`src/rtl/phy_tp_pkg.sv`:
```
package phy_tp_pkg;
  localparam int AW = 8;
  localparam int DW = 8;

  localparam logic [AW-1:0] A_CFG_I    = 8'h01;
  localparam logic [AW-1:0] A_PLL_I    = 8'h02;
  localparam logic [AW-1:0] A_PLL_IV   = 8'h05;
  localparam logic [AW-1:0] A_PLL_V    = 8'h06;
  localparam logic [3:0]    CLK_NIB    = 4'h1;
  localparam logic [3:0]    DAT_NIB0   = 4'h2;
  localparam int            CLK_REGS   = 5;
  localparam int            DAT_REGS   = 7;
  localparam logic [DW-1:0] PLL_V_DFLT = 8'hA0;

  typedef enum logic {PH_IDLE, PH_ARMED} phase_t;

  function automatic logic [DW-1:0] reg_default(input logic [AW-1:0] a);
    return (a == A_PLL_V) ? PLL_V_DFLT : '0;
  endfunction
endpackage

```
`src/rtl/phy_tp_ctrl.sv`:
```
module phy_tp_ctrl
  import phy_tp_pkg::*;
#(
  parameter int HOST_W  = 32,
  parameter int EN_BIT  = 16,
  parameter int STB_BIT = 1,
  parameter int CLR_BIT = 0
) (
  input  logic              clk,
  input  logic              rst,
  input  logic              host_wr,
  input  logic              host_sel,
  input  logic [HOST_W-1:0] host_wdata,
  output logic              test_clk,
  output logic              test_en,
  output logic [DW-1:0]     test_din,
  output logic              test_clr,
  output logic              cmd_addr,
  output logic              cmd_data
);
  logic strobe_fall;
  logic unused_hi, unused_mid;

  assign unused_hi  = ^host_wdata[HOST_W-1:EN_BIT+1];
  assign unused_mid = ^host_wdata[EN_BIT-1:DW];

  always_ff @(posedge clk) begin
    if (rst) begin
      test_clk <= 1'b0;
      test_clr <= 1'b0;
      test_en  <= 1'b0;
      test_din <= '0;
    end else if (host_wr) begin
      if (host_sel) begin
        test_en  <= host_wdata[EN_BIT];
        test_din <= host_wdata[DW-1:0];
      end else begin
        test_clk <= host_wdata[STB_BIT];
        test_clr <= host_wdata[CLR_BIT];
      end
    end
  end

  // commit only on a 1->0 strobe, never while clear is held
  assign strobe_fall = host_wr && !host_sel && !host_wdata[STB_BIT]
                       && test_clk && !test_clr;
  assign cmd_addr = strobe_fall && test_en;
  assign cmd_data = strobe_fall && !test_en;
endmodule

```
`src/rtl/phy_tp_seq.sv`:
```
module phy_tp_seq
  import phy_tp_pkg::*;
(
  input  logic          clk,
  input  logic          rst,
  input  logic          clear,
  input  logic          cmd_addr,
  input  logic          cmd_data,
  input  logic [DW-1:0] din,
  output logic          wr_en,
  output logic [AW-1:0] wr_addr,
  output logic          seq_err
);
  phase_t phase;

  always_ff @(posedge clk) begin
    if (rst) begin
      phase   <= PH_IDLE;
      wr_addr <= '0;
      seq_err <= 1'b0;
    end else begin
      if (clear) begin
        phase <= PH_IDLE;
      end else if (cmd_addr) begin
        phase   <= PH_ARMED;
        wr_addr <= din[AW-1:0];
      end
      if (cmd_data && phase == PH_IDLE)
        seq_err <= 1'b1;
    end
  end

  assign wr_en = cmd_data && (phase == PH_ARMED);
endmodule

```
`src/rtl/phy_tp_cfgmem.sv`:
```
module phy_tp_cfgmem
  import phy_tp_pkg::*;
#(
  parameter int NUM_LANES = 4
) (
  input  logic          clk,
  input  logic          rst,
  input  logic          clear,
  input  logic          wr_en,
  input  logic [AW-1:0] wr_addr,
  input  logic [DW-1:0] wr_data,
  input  logic [AW-1:0] rd_addr,
  output logic [DW-1:0] rd_data
);
  localparam int DEPTH = 1 << AW;

  logic [DW-1:0]        mem [DEPTH];
  logic [DEPTH-1:0]     written;
  logic [NUM_LANES-1:0] lane_hit;
  logic                 glb_hit, clk_hit, map_hit, wr_ok;
  logic [DW-1:0]        mem_rd;
  logic                 rd_written;
  logic [AW-1:0]        rd_addr_q;

  assign glb_hit = (wr_addr >= A_CFG_I) && (wr_addr <= A_PLL_V);
  assign clk_hit = (wr_addr[7:4] == CLK_NIB) && (int'(wr_addr[3:0]) < CLK_REGS);

  for (genvar g = 0; g < NUM_LANES; g++) begin : g_lane
    localparam logic [3:0] NIB = DAT_NIB0 + 4'(g);
    assign lane_hit[g] = (wr_addr[7:4] == NIB) && (int'(wr_addr[3:0]) < DAT_REGS);
  end

  assign map_hit = glb_hit || clk_hit || (|lane_hit);
  assign wr_ok   = wr_en && map_hit;

  // storage without reset so it can map onto block RAM, read-first
  always_ff @(posedge clk) begin
    if (wr_ok) mem[wr_addr] <= wr_data;
    mem_rd <= mem[rd_addr];
  end

  always_ff @(posedge clk) begin
    if (rst || clear) written <= '0;
    else if (wr_ok)   written[wr_addr] <= 1'b1;
  end

  always_ff @(posedge clk) begin
    rd_addr_q <= rd_addr;
    if (rst) rd_written <= 1'b0;
    else     rd_written <= written[rd_addr];
  end

  assign rd_data = rd_written ? mem_rd : reg_default(rd_addr_q);
endmodule

```
`src/rtl/phy_tp_pll_dec.sv`:
```
module phy_tp_pll_dec
  import phy_tp_pkg::*;
(
  input  logic          clk,
  input  logic          rst,
  input  logic          clear,
  input  logic          wr_en,
  input  logic [AW-1:0] wr_addr,
  input  logic [DW-1:0] wr_data,
  output logic          pll_div5f,
  output logic          pll_div1f,
  output logic [2:0]    pll_fbd_2p,
  output logic          pll_bw_en,
  output logic          pll_pre_div1p,
  output logic [6:0]    pll_pre_p,
  output logic          pll_vco_hi,
  output logic [1:0]    pll_lpf_rs,
  output logic [1:0]    pll_lpf_cs,
  output logic          pll_v_tag_ok
);
  logic [DW-1:0] r1, r4, r5;

  always_ff @(posedge clk) begin
    if (rst || clear) begin
      r1 <= reg_default(A_PLL_I);
      r4 <= reg_default(A_PLL_IV);
      r5 <= reg_default(A_PLL_V);
    end else if (wr_en) begin
      if (wr_addr == A_PLL_I)  r1 <= wr_data;
      if (wr_addr == A_PLL_IV) r4 <= wr_data;
      if (wr_addr == A_PLL_V)  r5 <= wr_data;
    end
  end

  assign pll_div5f     = r1[5];
  assign pll_div1f     = r1[4];
  assign pll_fbd_2p    = r1[3:1];
  assign pll_bw_en     = r1[0];
  assign pll_pre_div1p = r4[7];
  assign pll_pre_p     = r4[6:0];
  assign pll_v_tag_ok  = (r5[7:5] == 3'd5);
  assign pll_vco_hi    = r5[4];
  assign pll_lpf_rs    = r5[3:2];
  assign pll_lpf_cs    = r5[1:0];
  logic unused_r1;
  assign unused_r1 = ^r1[7:6];
endmodule

```
`src/rtl/phy_tp_bridge.sv`:
```
module phy_tp_bridge
  import phy_tp_pkg::*;
#(
  parameter int HOST_W    = 32,
  parameter int EN_BIT    = 16,
  parameter int STB_BIT   = 1,
  parameter int CLR_BIT   = 0,
  parameter int NUM_LANES = 4
) (
  input  logic              clk,
  input  logic              rst,
  input  logic              host_wr,
  input  logic              host_sel,
  input  logic [HOST_W-1:0] host_wdata,
  input  logic [7:0]        dbg_addr,
  output logic              test_clk,
  output logic              test_en,
  output logic [7:0]        test_din,
  output logic              test_clr,
  output logic              seq_err,
  output logic [7:0]        dbg_data,
  output logic              pll_div5f,
  output logic              pll_div1f,
  output logic [2:0]        pll_fbd_2p,
  output logic              pll_bw_en,
  output logic              pll_pre_div1p,
  output logic [6:0]        pll_pre_p,
  output logic              pll_vco_hi,
  output logic [1:0]        pll_lpf_rs,
  output logic [1:0]        pll_lpf_cs,
  output logic              pll_v_tag_ok
);
  logic          cmd_addr, cmd_data, wr_en;
  logic [AW-1:0] wr_addr;

  phy_tp_ctrl #(
    .HOST_W(HOST_W), .EN_BIT(EN_BIT), .STB_BIT(STB_BIT), .CLR_BIT(CLR_BIT)
  ) u_ctrl (
    .clk(clk), .rst(rst), .host_wr(host_wr), .host_sel(host_sel),
    .host_wdata(host_wdata), .test_clk(test_clk), .test_en(test_en),
    .test_din(test_din), .test_clr(test_clr),
    .cmd_addr(cmd_addr), .cmd_data(cmd_data)
  );

  phy_tp_seq u_seq (
    .clk(clk), .rst(rst), .clear(test_clr), .cmd_addr(cmd_addr),
    .cmd_data(cmd_data), .din(test_din), .wr_en(wr_en),
    .wr_addr(wr_addr), .seq_err(seq_err)
  );

  phy_tp_cfgmem #(.NUM_LANES(NUM_LANES)) u_mem (
    .clk(clk), .rst(rst), .clear(test_clr), .wr_en(wr_en),
    .wr_addr(wr_addr), .wr_data(test_din), .rd_addr(dbg_addr),
    .rd_data(dbg_data)
  );

  phy_tp_pll_dec u_pll (
    .clk(clk), .rst(rst), .clear(test_clr), .wr_en(wr_en),
    .wr_addr(wr_addr), .wr_data(test_din),
    .pll_div5f(pll_div5f), .pll_div1f(pll_div1f), .pll_fbd_2p(pll_fbd_2p),
    .pll_bw_en(pll_bw_en), .pll_pre_div1p(pll_pre_div1p),
    .pll_pre_p(pll_pre_p), .pll_vco_hi(pll_vco_hi),
    .pll_lpf_rs(pll_lpf_rs), .pll_lpf_cs(pll_lpf_cs),
    .pll_v_tag_ok(pll_v_tag_ok)
  );
endmodule

```
`config.mk`:
```
export PLATFORM = sky130hd
export DESIGN_NAME = phy_tp_bridge
export DESIGN_NICKNAME = d
export VERILOG_FILES = /design/src/rtl/phy_tp_pkg.sv /design/src/rtl/phy_tp_ctrl.sv /design/src/rtl/phy_tp_seq.sv /design/src/rtl/phy_tp_cfgmem.sv /design/src/rtl/phy_tp_pll_dec.sv /design/src/rtl/phy_tp_bridge.sv
export SDC_FILE = /design/constraint.sdc
export NUM_CORES = 2
export LEC_CHECK = 0
export BUFFER_PORTS_ARGS = -buffer_cell sky130_fd_sc_hd__buf_2
export CAP_MARGIN = 20
export CORE_MARGIN = 2
export CORE_UTILIZATION = 55
export CTS_BUF_LIST = sky130_fd_sc_hd__clkbuf_4 sky130_fd_sc_hd__clkbuf_8 sky130_fd_sc_hd__clkbuf_16
export DETAILED_ROUTE_END_ITERATION = 12
export PLACE_DENSITY = 0.71
export SLEW_MARGIN = 20
export SYNTH_ARGS = -nofsm -noshare
export SYNTH_HDL_FRONTEND = slang
export SYNTH_HIERARCHICAL = 1
export SYNTH_SLANG_ARGS = --single-unit
```
`constraint.sdc`:
```
create_clock -name clk -period 4.8 [get_ports clk]
set_clock_uncertainty 0.1 [all_clocks]
set_input_delay 0.96 -clock clk [delete_from_list [all_inputs] [get_ports clk]]
set_output_delay 0.96 -clock clk [all_outputs]
set_load 0.005 [all_outputs]
```
==> flow_summary.yaml <==
run_status:
  status: "completed"
detailed_routing:
  vias_per_cell: 5.15
  avgRoutedWirePerCell_um: 19.6
  drc_errors: 0
  drtAntennaViolNets: 0
  drtIter0Drc: 4122
  dr_total_vias: 44400
  routed_wl_um: 169000
  dr.pass1.iters: 5
final_layout:
  nets: 6316
  final_cell_mix: "edfxtp_1 (2048), conb_1 (1736), mux4_2 (560)"
  drive_gt1_share_pct: 19.0
  mostFrequentLayoutCell: "edfxtp_1"
  fillCellCount: 10800
  fin_area_um2: 107000
  synthToLayoutAreaGrowth_pct: 20.5
synth:
  yosysWarnings: 6
  synth_edf_count: 2048
  synth_xor_area_share_pct: 0.00986
  async_reset_ff_share_pct: 0
  synth_area_um2: 88900
  synth.distinct_cells: 60
  synth_top_family_by_area: "multiplexers"
  synth_top_flop_cell: "edfxtp_1"
  synth_simple_gate_area_share_pct: 3.45
  yosys-mux-area-fraction_pct: 14.8
  syn_inst: 4320
  yosys.area_share.adder_pct: 0
  synth_seq_cells: 2364
  ys_seq_area_share_pct: 76.3
  avgSynthCellArea_um2: 20.6
  synth-compound-area-share_pct: 4.00
clock_network:
  cts_resized: 0
  clkSinkCount: 2364
  path_clk_slew_ns: 0.06
  clock_latency_ns: 0.84
  cts_made_buffers: 227
  cts.path.max_buffers: 3
  cts_setup_buffers: 0
  htreeDepth: 4
  cts_root_buffer: "clkbuf_16"
  cts_tree: "yes"
  hold_buffers: 0
worst_setup_path:
  cp_top_family: "buffers and inverters"
  end_kind: "flop"
  critPathMaxFanout: 49
  crit_buf_inv: 3
  required_ns: 5.43
  max_stage_delay_ns: 0.54
  crit_chain: "buf_8 -> buf_12 -> buf_4 -> mux4_2 -> a22oi_1 -> a21oi_1 -> nor4_1 -> o22ai_1 -> or2_1"
  critical_path_class: "input pin to flop"
  cp.arrival_ns: 4.14
  rrSetupSlack_ns: 1.31
  startpoint_type: "input pin"
  cp_slowest_cell: "mux4_2"
power:
  power_density_nw_per_um2: 415
  ir_drop_uv: 394
  p_leak_nw: 40.3
floorplanning:
  die_x_um: 406
  core_area_um2: 161000
  fp.dieH_um: 406
  start_util_pct: 55.3
  fp-row-count: 147
  io_pins: 84
  die_area_um2: 165000
place:
  io_buffers: 60
  place_congestion: 0.765
  hpwl_um: 100000
  dpl_cell_area_um2: 99200
sta:
  final.min_clock_period_ns: 3.51
  fmax_mhz: 285
  rsz0062_at_grt: "no"
  tightest_slew_ns: 1.08
  slew_violations: 0
  tns_ns: 0
  relSlewSlack_pct: 28.2
  final_hold_viol_count: 0
  setup_viol: 0
  fin_crit_sh_pct: 73.1
grt:
  grt_pass1_wl_um: 259000
  grt_antenna_before_repair: 3
  first_global_vias: 45300
  grt_overflow: 0
  grt_max_degree: 246
  grt_use_total_pct: 21.0
worst_hold_path:
  hp-class: "input pin to flop"
run:
  drv_cap: 0
where the power goes:
part | internal, mW | switching (mW)
logic | 0.952 | 1.35
registers | 23.3 | 0.259
clock network | 11.0 | 7.53
total | 35.3 | 9.14
synthesized netlist by cell type, drive strengths merged (9+ instances only):
| master | count | area share, % |
|---|---|---|
| or2 | 13 | 0.092 |
| inv | 9 | 0.038 |
| a21oi | 156 | 0.89 |
| o22ai | 23 | 0.16 |
| clkbuf | 140 | 0.59 |
| and2 | 228 | 1.6 |
| mux2i | 53 | 0.60 |
| a22oi | 256 | 2.2 |
| o31ai | 10 | 0.084 |
| dfxtp | 316 | 7.1 |
| nor2b | 20 | 0.14 |
| nand4 | 13 | 0.092 |
| nand3 | 17 | 0.096 |
| nand2b | 27 | 0.19 |
| o221ai | 12 | 0.12 |
| o21ai | 39 | 0.24 |
| nand4bb | 9 | 0.11 |
| edfxtp | 2048 | 69 |
| nand2 | 78 | 0.33 |
| buf | 121 | 0.76 |
| nor2 | 64 | 0.27 |
| nor4 | 38 | 0.28 |
| mux4 | 560 | 14 |
worst min-delay path, stage by stage:
cell and delay, ns:
buf_2 0.10, nand3_1 0.05, a21oi_1 0.05
metal layers:
metal	wire length, µm	vias up	global-route usage, %
li1	-	20100	-
met1	69400	23000	28.4
met2	85600	1174	35.5
met3	10300	262	3.59
met4	3940	0	5.99
met5	0	-	0
stage by stage:
stage,instances,worst slack [ns],hold WS [ns],power [mW],utilization (%)
after floorplan,6055,0.255,0.320,25.5,-
after global placement,8203,0.270,0.329,26.2,61.8
after detailed placement,8203,0.327,0.337,26.3,61.8
after CTS,8634,1.23,0.196,44.8,66.7
after global routing,8634,1.04,0.220,45.9,66.7
final,8635,1.29,0.260,44.4,66.7
logic make-up after synthesis:
| logic type | after synthesis |
|---|---|
| compound gates | 534 |
| xor+xnor | 1 |
| buf+inv | 270 |
| flops | 2364 |
| mux | 615 |
| other cells | 1 |
| simple gates | 535 |
flip-flops by register name, summed over array words and instances (netlist names):
register          cells
u_ctrl/test_clr       1
u_seq/seq_err         1
u_ctrl/test_clk       1
u_pll/r5              8
u_ctrl/test_din       8
u_mem/rd_written      1
u_pll/r1              6
u_mem/written       256
u_mem/mem_rd          8
u_pll/r4              8
u_mem/rd_addr_q       8
u_seq/wr_addr         8
u_seq/phase           1
u_ctrl/test_en        1
u_mem/mem          2048
final timing paths:
| kind | cells after the start | start | end |
|---|---|---|---|
| max reg2reg | 6 | u_seq/wr_addr[4]$_SDFFE_PP0P_ | u_mem/mem[36][3]$_DFFE_PP_ |
| min reg2reg | 2 | u_mem/written[35]$_SDFFE_PP0P_ | u_mem/written[35]$_SDFFE_PP0P_ |
| min | 3 | host_wdata[4] | u_ctrl/test_din[4]$_SDFFE_PP0P_ |
| max | 9 | dbg_addr[0] | u_mem/mem_rd[2]$_DFF_P_ |
final cells by class:
| cell class | count | area, µm² | share of cell area, % |
|---|---|---|---|
| clock inverters | 153 | 1740 | 1.63 |
| flip-flops and latches | 2364 | 67900 | 63.3 |
| multi-input cells | 3421 | 26400 | 24.6 |
| diodes | 1 | 2.50 | 0.00234 |
| inverters | 9 | 33.8 | 0.0315 |
| clock buffers | 278 | 6180 | 5.77 |
| well taps | 2160 | 2700 | 2.52 |
| repair buffers | 249 | 2230 | 2.08 |
No activity file was read; power rests on OpenSTA's default activity.
